File: src/rtl/seqdet_pkg.sv
// Package: shared state encoding for the dual-pattern detector.
// Assumes: a 3-bit binary encoding is enough for the seven reduced states.
package seqdet_pkg;
    localparam int STATE_W = 3;
    localparam int PAT_LEN = 4;
    localparam int HIST_W  = PAT_LEN - 1;

    // Each state names the longest suffix of history that begins a pattern.
    typedef enum logic [STATE_W-1:0] {
        ST_START = 3'd0,
        ST_Z     = 3'd1,   // ends in 0
        ST_O     = 3'd2,   // ends in 1
        ST_ZO    = 3'd3,   // ends in 01
        ST_OZ    = 3'd4,   // ends in 10
        ST_ZOO   = 3'd5,   // ends in 011
        ST_OZZ   = 3'd6    // ends in 100
    } det_state_t;
endpackage

File: src/rtl/seqdet_next_state.sv
// Module: next-state function of the reduced detector machine.
// Assumes: called only for accepted bits; hold is handled by the register.
module seqdet_next_state
    import seqdet_pkg::*;
(
    input  det_state_t cur_state,
    input  logic       din,
    output det_state_t nxt_state
);
    // Transition table of the minimized machine.
    always_comb begin
        unique case (cur_state)
            ST_START: nxt_state = din ? ST_O   : ST_Z;
            ST_Z:     nxt_state = din ? ST_ZO  : ST_Z;
            ST_O:     nxt_state = din ? ST_O   : ST_OZ;
            ST_ZO:    nxt_state = din ? ST_ZOO : ST_OZ;
            ST_OZ:    nxt_state = din ? ST_ZO  : ST_OZZ;
            ST_ZOO:   nxt_state = din ? ST_O   : ST_OZ;
            ST_OZZ:   nxt_state = din ? ST_ZO  : ST_Z;
            default:  nxt_state = ST_START;
        endcase
    end
endmodule

File: src/rtl/seqdet_match_logic.sv
// Module: Mealy output decode of the detector.
// Assumes: cur_state is the registered state; din is the bit on the wire now.
module seqdet_match_logic
    import seqdet_pkg::*;
(
    input  det_state_t cur_state,
    input  logic       din,
    input  logic       din_valid,
    output logic       hit
);
    // A hit needs an accepted bit that completes either pattern.
    always_comb begin
        hit = 1'b0;
        if (din_valid) begin
            if (cur_state == ST_ZOO && !din) hit = 1'b1;
            if (cur_state == ST_OZZ &&  din) hit = 1'b1;
        end
    end
endmodule

File: src/rtl/seqdet_state_reg.sv
// Module: state register with synchronous active-low reset and hold.
// Assumes: the next state is valid whenever load is high.
module seqdet_state_reg
    import seqdet_pkg::*;
(
    input  logic       clk,
    input  logic       rst_n,
    input  logic       load,
    input  det_state_t nxt_state,
    output det_state_t state_q
);
    // Register update: reset wins, then load, else hold.
    always_ff @(posedge clk) begin
        if (!rst_n)    state_q <= ST_START;
        else if (load) state_q <= nxt_state;
    end

    // a reset edge leaves the start state behind it.
    p_reset_start_r1: assert property (@(posedge clk)
        !rst_n |=> (state_q == ST_START));

    // no accepted bit, no state change.
    p_hold_idle_r7: assert property (@(posedge clk) disable iff (!rst_n)
        !load |=> $stable(state_q));
endmodule

File: src/rtl/dual_pattern_detector.sv
// Module: top of the overlapping 0110 / 1001 Mealy detector.
// Assumes: inputs are synchronous to clk; reset is applied before use.
module dual_pattern_detector
    import seqdet_pkg::*;
(
    input  logic clk,
    input  logic rst_n,
    input  logic bit_valid,
    input  logic bit_in,
    output logic match_out
);
    det_state_t state_q;
    det_state_t state_d;

    seqdet_next_state u_next (
        .cur_state (state_q),
        .din       (bit_in),
        .nxt_state (state_d)
    );

    seqdet_state_reg u_reg (
        .clk       (clk),
        .rst_n     (rst_n),
        .load      (bit_valid),
        .nxt_state (state_d),
        .state_q   (state_q)
    );

    seqdet_match_logic u_out (
        .cur_state (state_q),
        .din       (bit_in),
        .din_valid (bit_valid),
        .hit       (match_out)
    );

    // Shadow shift-register history used only by the checks below.
    logic [HIST_W-1:0] sh_hist;
    logic [1:0]        sh_fill;

    // Shadow model update: shift on accepted bits, count up to full.
    always_ff @(posedge clk) begin
        if (!rst_n) begin
            sh_hist <= '0;
            sh_fill <= '0;
        end else if (bit_valid) begin
            sh_hist <= {sh_hist[HIST_W-2:0], bit_in};
            if (sh_fill != 2'd3) sh_fill <= sh_fill + 2'd1;
        end
    end

    logic [PAT_LEN-1:0] sh_window;
    assign sh_window = {sh_hist, bit_in};

    // reduced machine agrees with the shift-register view (covers R3, R4, R5).
    p_model_agree_r9: assert property (@(posedge clk) disable iff (!rst_n)
        match_out == (bit_valid && sh_fill == 2'd3 &&
                      (sh_window == 4'b0110 || sh_window == 4'b1001)));

    // fewer than three prior accepted bits cannot complete a pattern.
    p_early_quiet_r2: assert property (@(posedge clk) disable iff (!rst_n)
        (sh_fill != 2'd3) |-> !match_out);

    // output stays low without an accepted bit.
    p_quiet_invalid_r7: assert property (@(posedge clk) disable iff (!rst_n)
        !bit_valid |-> !match_out);
endmodule

File: config.mk
export PLATFORM = sky130hd
export DESIGN_NAME = dual_pattern_detector
export DESIGN_NICKNAME = d
export VERILOG_FILES = /design/src/rtl/seqdet_pkg.sv /design/src/rtl/seqdet_next_state.sv /design/src/rtl/seqdet_match_logic.sv /design/src/rtl/seqdet_state_reg.sv /design/src/rtl/dual_pattern_detector.sv
export SDC_FILE = /design/constraint.sdc
export NUM_CORES = 1
export LEC_CHECK = 0
export ABC_AREA = 1
export BUFFER_PORTS_ARGS = -buffer_cell sky130_fd_sc_hd__buf_4
export CAP_MARGIN = 20
export CORE_AREA = 2 2 39 41
export CTS_CLUSTER_DIAMETER = 40
export DETAILED_ROUTE_END_ITERATION = 8
export DIE_AREA = 0 0 41 43
export HOLD_SLACK_MARGIN = 0.03
export PLACE_DENSITY_LB_ADDON = 0.2
export SYNTH_ARGS = -nofsm -noshare
export SYNTH_HDL_FRONTEND = slang
export SYNTH_SLANG_ARGS = --single-unit
File: constraint.sdc
create_clock -name clk -period 1.1 [get_ports clk]
set_clock_uncertainty 0.05 [all_clocks]
set_input_delay 0.165 -clock clk [delete_from_list [all_inputs] [get_ports clk]]
set_output_delay 0.165 -clock clk [all_outputs]
set_load 0.01 [all_outputs]
**Word level (Yosys, flattened, before mapping)**

Cells that the tools add are included.

- Flip-flop bits (word level): 3
- Word-level logic and storage cells: 22

- Reduce and logical (&&, ||, !) cells: 6
- Equal/unequal tests: 6
- Muxes and demuxes: 9

Operators by type and width:

| cell | number |
|---|---|
| 3-bit one-hot mux with 5 select lines | 1 |
| 3-bit equality test (second input constant) | 3 |
| 3-bit by 2-bit equality test with 1-bit output (second input constant) | 2 |
| 3-bit two-way mux | 2 |
| 1-bit two-way mux | 4 |
| 2-bit two-way mux | 2 |
| 2-bit OR reduction | 2 |
| 3-bit by 1-bit equality test with 1-bit output (second input constant) | 1 |
| 3-bit logical NOT | 1 |
| 1-bit logical AND | 2 |
| 1-bit logical NOT | 1 |

**Logic depth before layout (Yosys ltp)**

- Depth in word-level cells: 5
- Gate-level depth with buffers: 6
- Depth with buffers taken out: 6

**By module**

From an unflattened synthesis, not the netlist that was laid out.

- Cell total of the unflattened synthesis: 44
- Area total of the unflattened synthesis: 227.7 µm²

Modules (own cells, without submodules):

| module | cells an instance | instances | area each (µm²) |
|---|---|---|---|
| seqdet_state_reg | 18 | 1 | 116.4 |
| seqdet_next_state | 17 | 1 | 77.6 |
| seqdet_match_logic | 9 | 1 | 33.8 |

**Worst setup path before layout**

OpenSTA, ideal clock, no wires.

- Kind: flip-flop to output port
- From: register u_reg.state_q[0]
- To: output match_out
- Arrival: 0.814 ns
- Slack: 0.071 ns
- Buffers on the path: 0
- Stages on the path, launching flop included: 4
- Cell sequence: dfxtp_1 -> inv_1 -> o21ai_0 -> a211oi_1

- Cells in the longest elaborated chain, start to end: 5
- Elaborated cells between the ends (all ways): 7
- Classes of those cells: 2 x eq/ne; 3 x mux; 2 x reduce/logical

RTL lines:

| element | line | source |
|---|---|---|
| start, declared | seqdet_state_reg.sv:10 | `output det_state_t state_q` |
| start signal, assigned | seqdet_state_reg.sv:15 | `else if (load) state_q <= nxt_state;` |
| 3-bit equality test | seqdet_match_logic.sv:15 | `if (cur_state == ST_ZOO && !din) hit = 1'b1;` |
| 1-bit logical AND | seqdet_match_logic.sv:15 |  |
| 1-bit two-way mux | seqdet_match_logic.sv:15 |  |
| 1-bit two-way mux * | seqdet_match_logic.sv:16 | `if (cur_state == ST_OZZ && din) hit = 1'b1;` |
| 1-bit two-way mux * | seqdet_match_logic.sv:14 | `if (din_valid) begin` |
| end, declared | dual_pattern_detector.sv:10 | `output logic match_out` |

Every way passes the cells marked *; elsewhere a longest branch is shown, timed or not.

**Worst setup path in the final report**

- From: register u_reg.state_q[1]
- To: output match_out

Same word-level chain as after synthesis.

==> impl_results.md <==
* Run status: complete, but fails checks
* Violated checks: negative setup slack
* Clock sinks at 3
* CP startpoint kind: flop
* Post-synthesis compound-gate area fraction at 15.7%
* Row count at 14
* Gr ovfl total at 0
* Largest regs: u_reg.state_q x3
* Core area at 1380 µm²
* CTS Buffer Depth at 2
* Largest net degree at the start of global routing at 7
* #FFs+latches synth at 3
* Net Sw Frac at 25.7%
* Clock share of power at 49.8%
* H-tree level count at 1
* Avg WL per Cell at 8.66 µm
* CTS tree: yes
* Max Clock Freq at 0.809 GHz
* Initial Util at 14.4%
* Leading area contributor after synthesis: dfxtp_1
* Max FFs per register at 3
* Max-slew violations at 0
* Ys Warns at 0
* Slew Limit Headroom at 87.4%
* Initial DRC count at 0
* Comb power frac at 18.3%
* Hold WS at 104 ps
* Synth Area in XOR/XNOR at 4.40%
* Worst Tran Pin Value at 188 ps
* Root buf cell: clkbuf_4
* Most frequent cells in the layout: buf_4, nand2_1, inv_1, nand2_2, clkbuf_4
* Clock transition at the registers of the reported paths at 40 ps
* Clock Latency Late Sink at 230 ps
* Post-DP HPWL at 342 µm
* Post-Syn Area at 199 µm²
* Vias in the first global route at 207
* Sequential area share after synthesis at 30.2%
* First-pass GRT wire length at 834 µm
* Reg with most FFs: u_reg.state_q
* Worst hold path startpoint: rst_n
* Setup TNS Final at -137 ps
* WP data arrival at 1020 ps
* Crit-path slowest cell: dfxtp_4
* Die area at 1760 µm²
* Largest family of logic cells by synthesized area: simple AND/OR/NAND/NOR gates
* Antenna diodes at 0
* DR vias at 221
* Syn avg cell area at 6.63 µm²
* Post-synthesis instance total at 30
* Place WS at 47.2 ps
* Adder-cell share of the synthesized area at 0%
* Setup CP Type: reg -> out
* RSZ-0062 raised after global routing: true
* R2r setup slk at 80 ps
* Drt drc at 0
* Total GRT Usage at 7.32%
* Share of cells above drive strength 1 at 50.0%
* Share of power burned in registers at 31.9%
* Syn_nets at 34
* Cts hold-fix bufs at 0
* TritonCTS buffer count at 3
* Post-Synth Simple-Gate Area at 38.4%
* Largest stage delay, worst path at 350 ps
* Synth top area share at 30.2%
* Largest cells by area after synthesis: dfxtp_1, nand2_1, inv_1, nand2_2, nand3_1
* Drt total wl at 502 µm
* Critical path endpoint: match_out
* Die extent in x at 41 µm
* Max FO, Critical Path at 4
* Max IR drop VDD at 426 µV
* Reg2reg end: u_reg.state_q[1]
* Final Critical Period at 1240 ps
* R2R Path Start: u_reg.state_q[1]
* Antenna-violating nets left at 0
* Net switching power at 0.0000989 W
* Worst Setup Slack, final at -137 ps
* I/O pin count at 5
* R2R depth at 6
* Int Pwr at 0.000286 W
* Die H at 43 µm
* Worst setup EP type: output port
* Leak pwr at 0.149 nW
* Final #Nets at 47
* TritonRoute pass-1 iters at 1
* Synth-to-Final Area Change at 57.2%
* Final hold viol count at 0
* Crit share post-route at 112%
* Hold Path Class: in -> reg
* Crit path from: u_reg.state_q[1]
* RD Place Congestion at 0.614
* Setup violators final at 1
* Commonest non-fill, non-tap cell in the layout: buf_4
* Pwr dens at 1230 nW/µm²
* WP data required at 880 ps
* Critical Path, Cell by Cell: nand2_2, o21ai_1, a211oi_1, buf_4
* Initial antenna violation count at 0
* Post-synthesis mux area share at 0%
* Distinct cells, synth at 15
* Port buffer count at 4
* Power Total at 0.000385 W
* Max-cap violations at 0
* Via density at 3.81
## metrics by stage
| step | instance area (µm²) | utilization, % | cells |
|---|---|---|---|
| finish | 313 | 22.6 | 58 |
| floorplan | 199 | - | 30 |
| global route | 313 | 22.6 | 58 |
| CTS | 318 | 23.0 | 59 |
| detailed placement | 264 | 19.1 | 52 |
| global placement | 264 | 19.1 | 52 |
## worst min path at each step
stage	to	slack, ps	cells past startpoint
after floorplan	u_reg.state_q[1]	220	2
after detailed placement	u_reg.state_q[1]	340	3
after CTS	u_reg.state_q[1]	100	3
after global placement	u_reg.state_q[1]	350	3
final	u_reg.state_q[1]	100	3
after global routing	u_reg.state_q[1]	110	3
## routing by layer
metal  track usage, %  up-vias  share of wire [%]
met1             8.33       98                 39
li1                 -      119                  -
met4             4.00        0                  0
met2             10.9        4                 53
met5                0        -                  0
met3             3.14        0                7.0
## repair_timing
| action | CTS | global route |
|---|---|---|
| pin swaps | 3 | 3 |
| endpoints found under the setup margin | 1 | 3 |
| buffers inserted | 3 | 0 |
| gates resized for setup | 5 | 1 |
## power by group through the flow
stage	logic, W	clock network, W	registers (W)
floorplan	0.0000377	0	0.000123
global placement	0.0000632	0	0.000124
detailed placement	0.0000620	0	0.000124
CTS	0.0000734	0.000200	0.000123
global route	0.0000796	0.000204	0.000123
finish	0.0000705	0.000192	0.000123
## layout make-up
class                           count  area, µm²
Clock buffer                        4       26.3
Fill cell                         164       1070
Inverter                            6       22.5
Multi-Input combinational cell     21        119
Sequential cell                     3       65.1
Tap cell                           16       20.0
Timing Repair Buffer                8       60.1
## cells in the mapped netlist
| master | count |
|---|---|
| dfxtp_1 | 3 |
| o21ai_0 | 2 |
| xor2_1 | 1 |
| nor3_1 | 1 |
| a21oi_2 | 1 |
| nor2_1 | 1 |
| nand3_2 | 1 |
| a211oi_1 | 1 |
| o21ai_1 | 1 |
| or2_1 | 1 |
| inv_1 | 5 |
| inv_2 | 1 |
| nand2_1 | 6 |
| nand2_2 | 3 |
| nand3_1 | 2 |
## worst max-delay path, delay by kind of cell, from the launching register on
| family | cells | cell delay (ps) |
|---|---|---|
| simple gates | 1 | 60 |
| buf+inv | 1 | 160 |
| flops | 1 | 350 |
| compound gates | 2 | 230 |
## cell families after synthesis
logic type      Yosys count
simple gates             15
compound gates            5
buf+inv                   6
flops                     3
xor+xnor                  1
(Power assumes the default switching activity.)
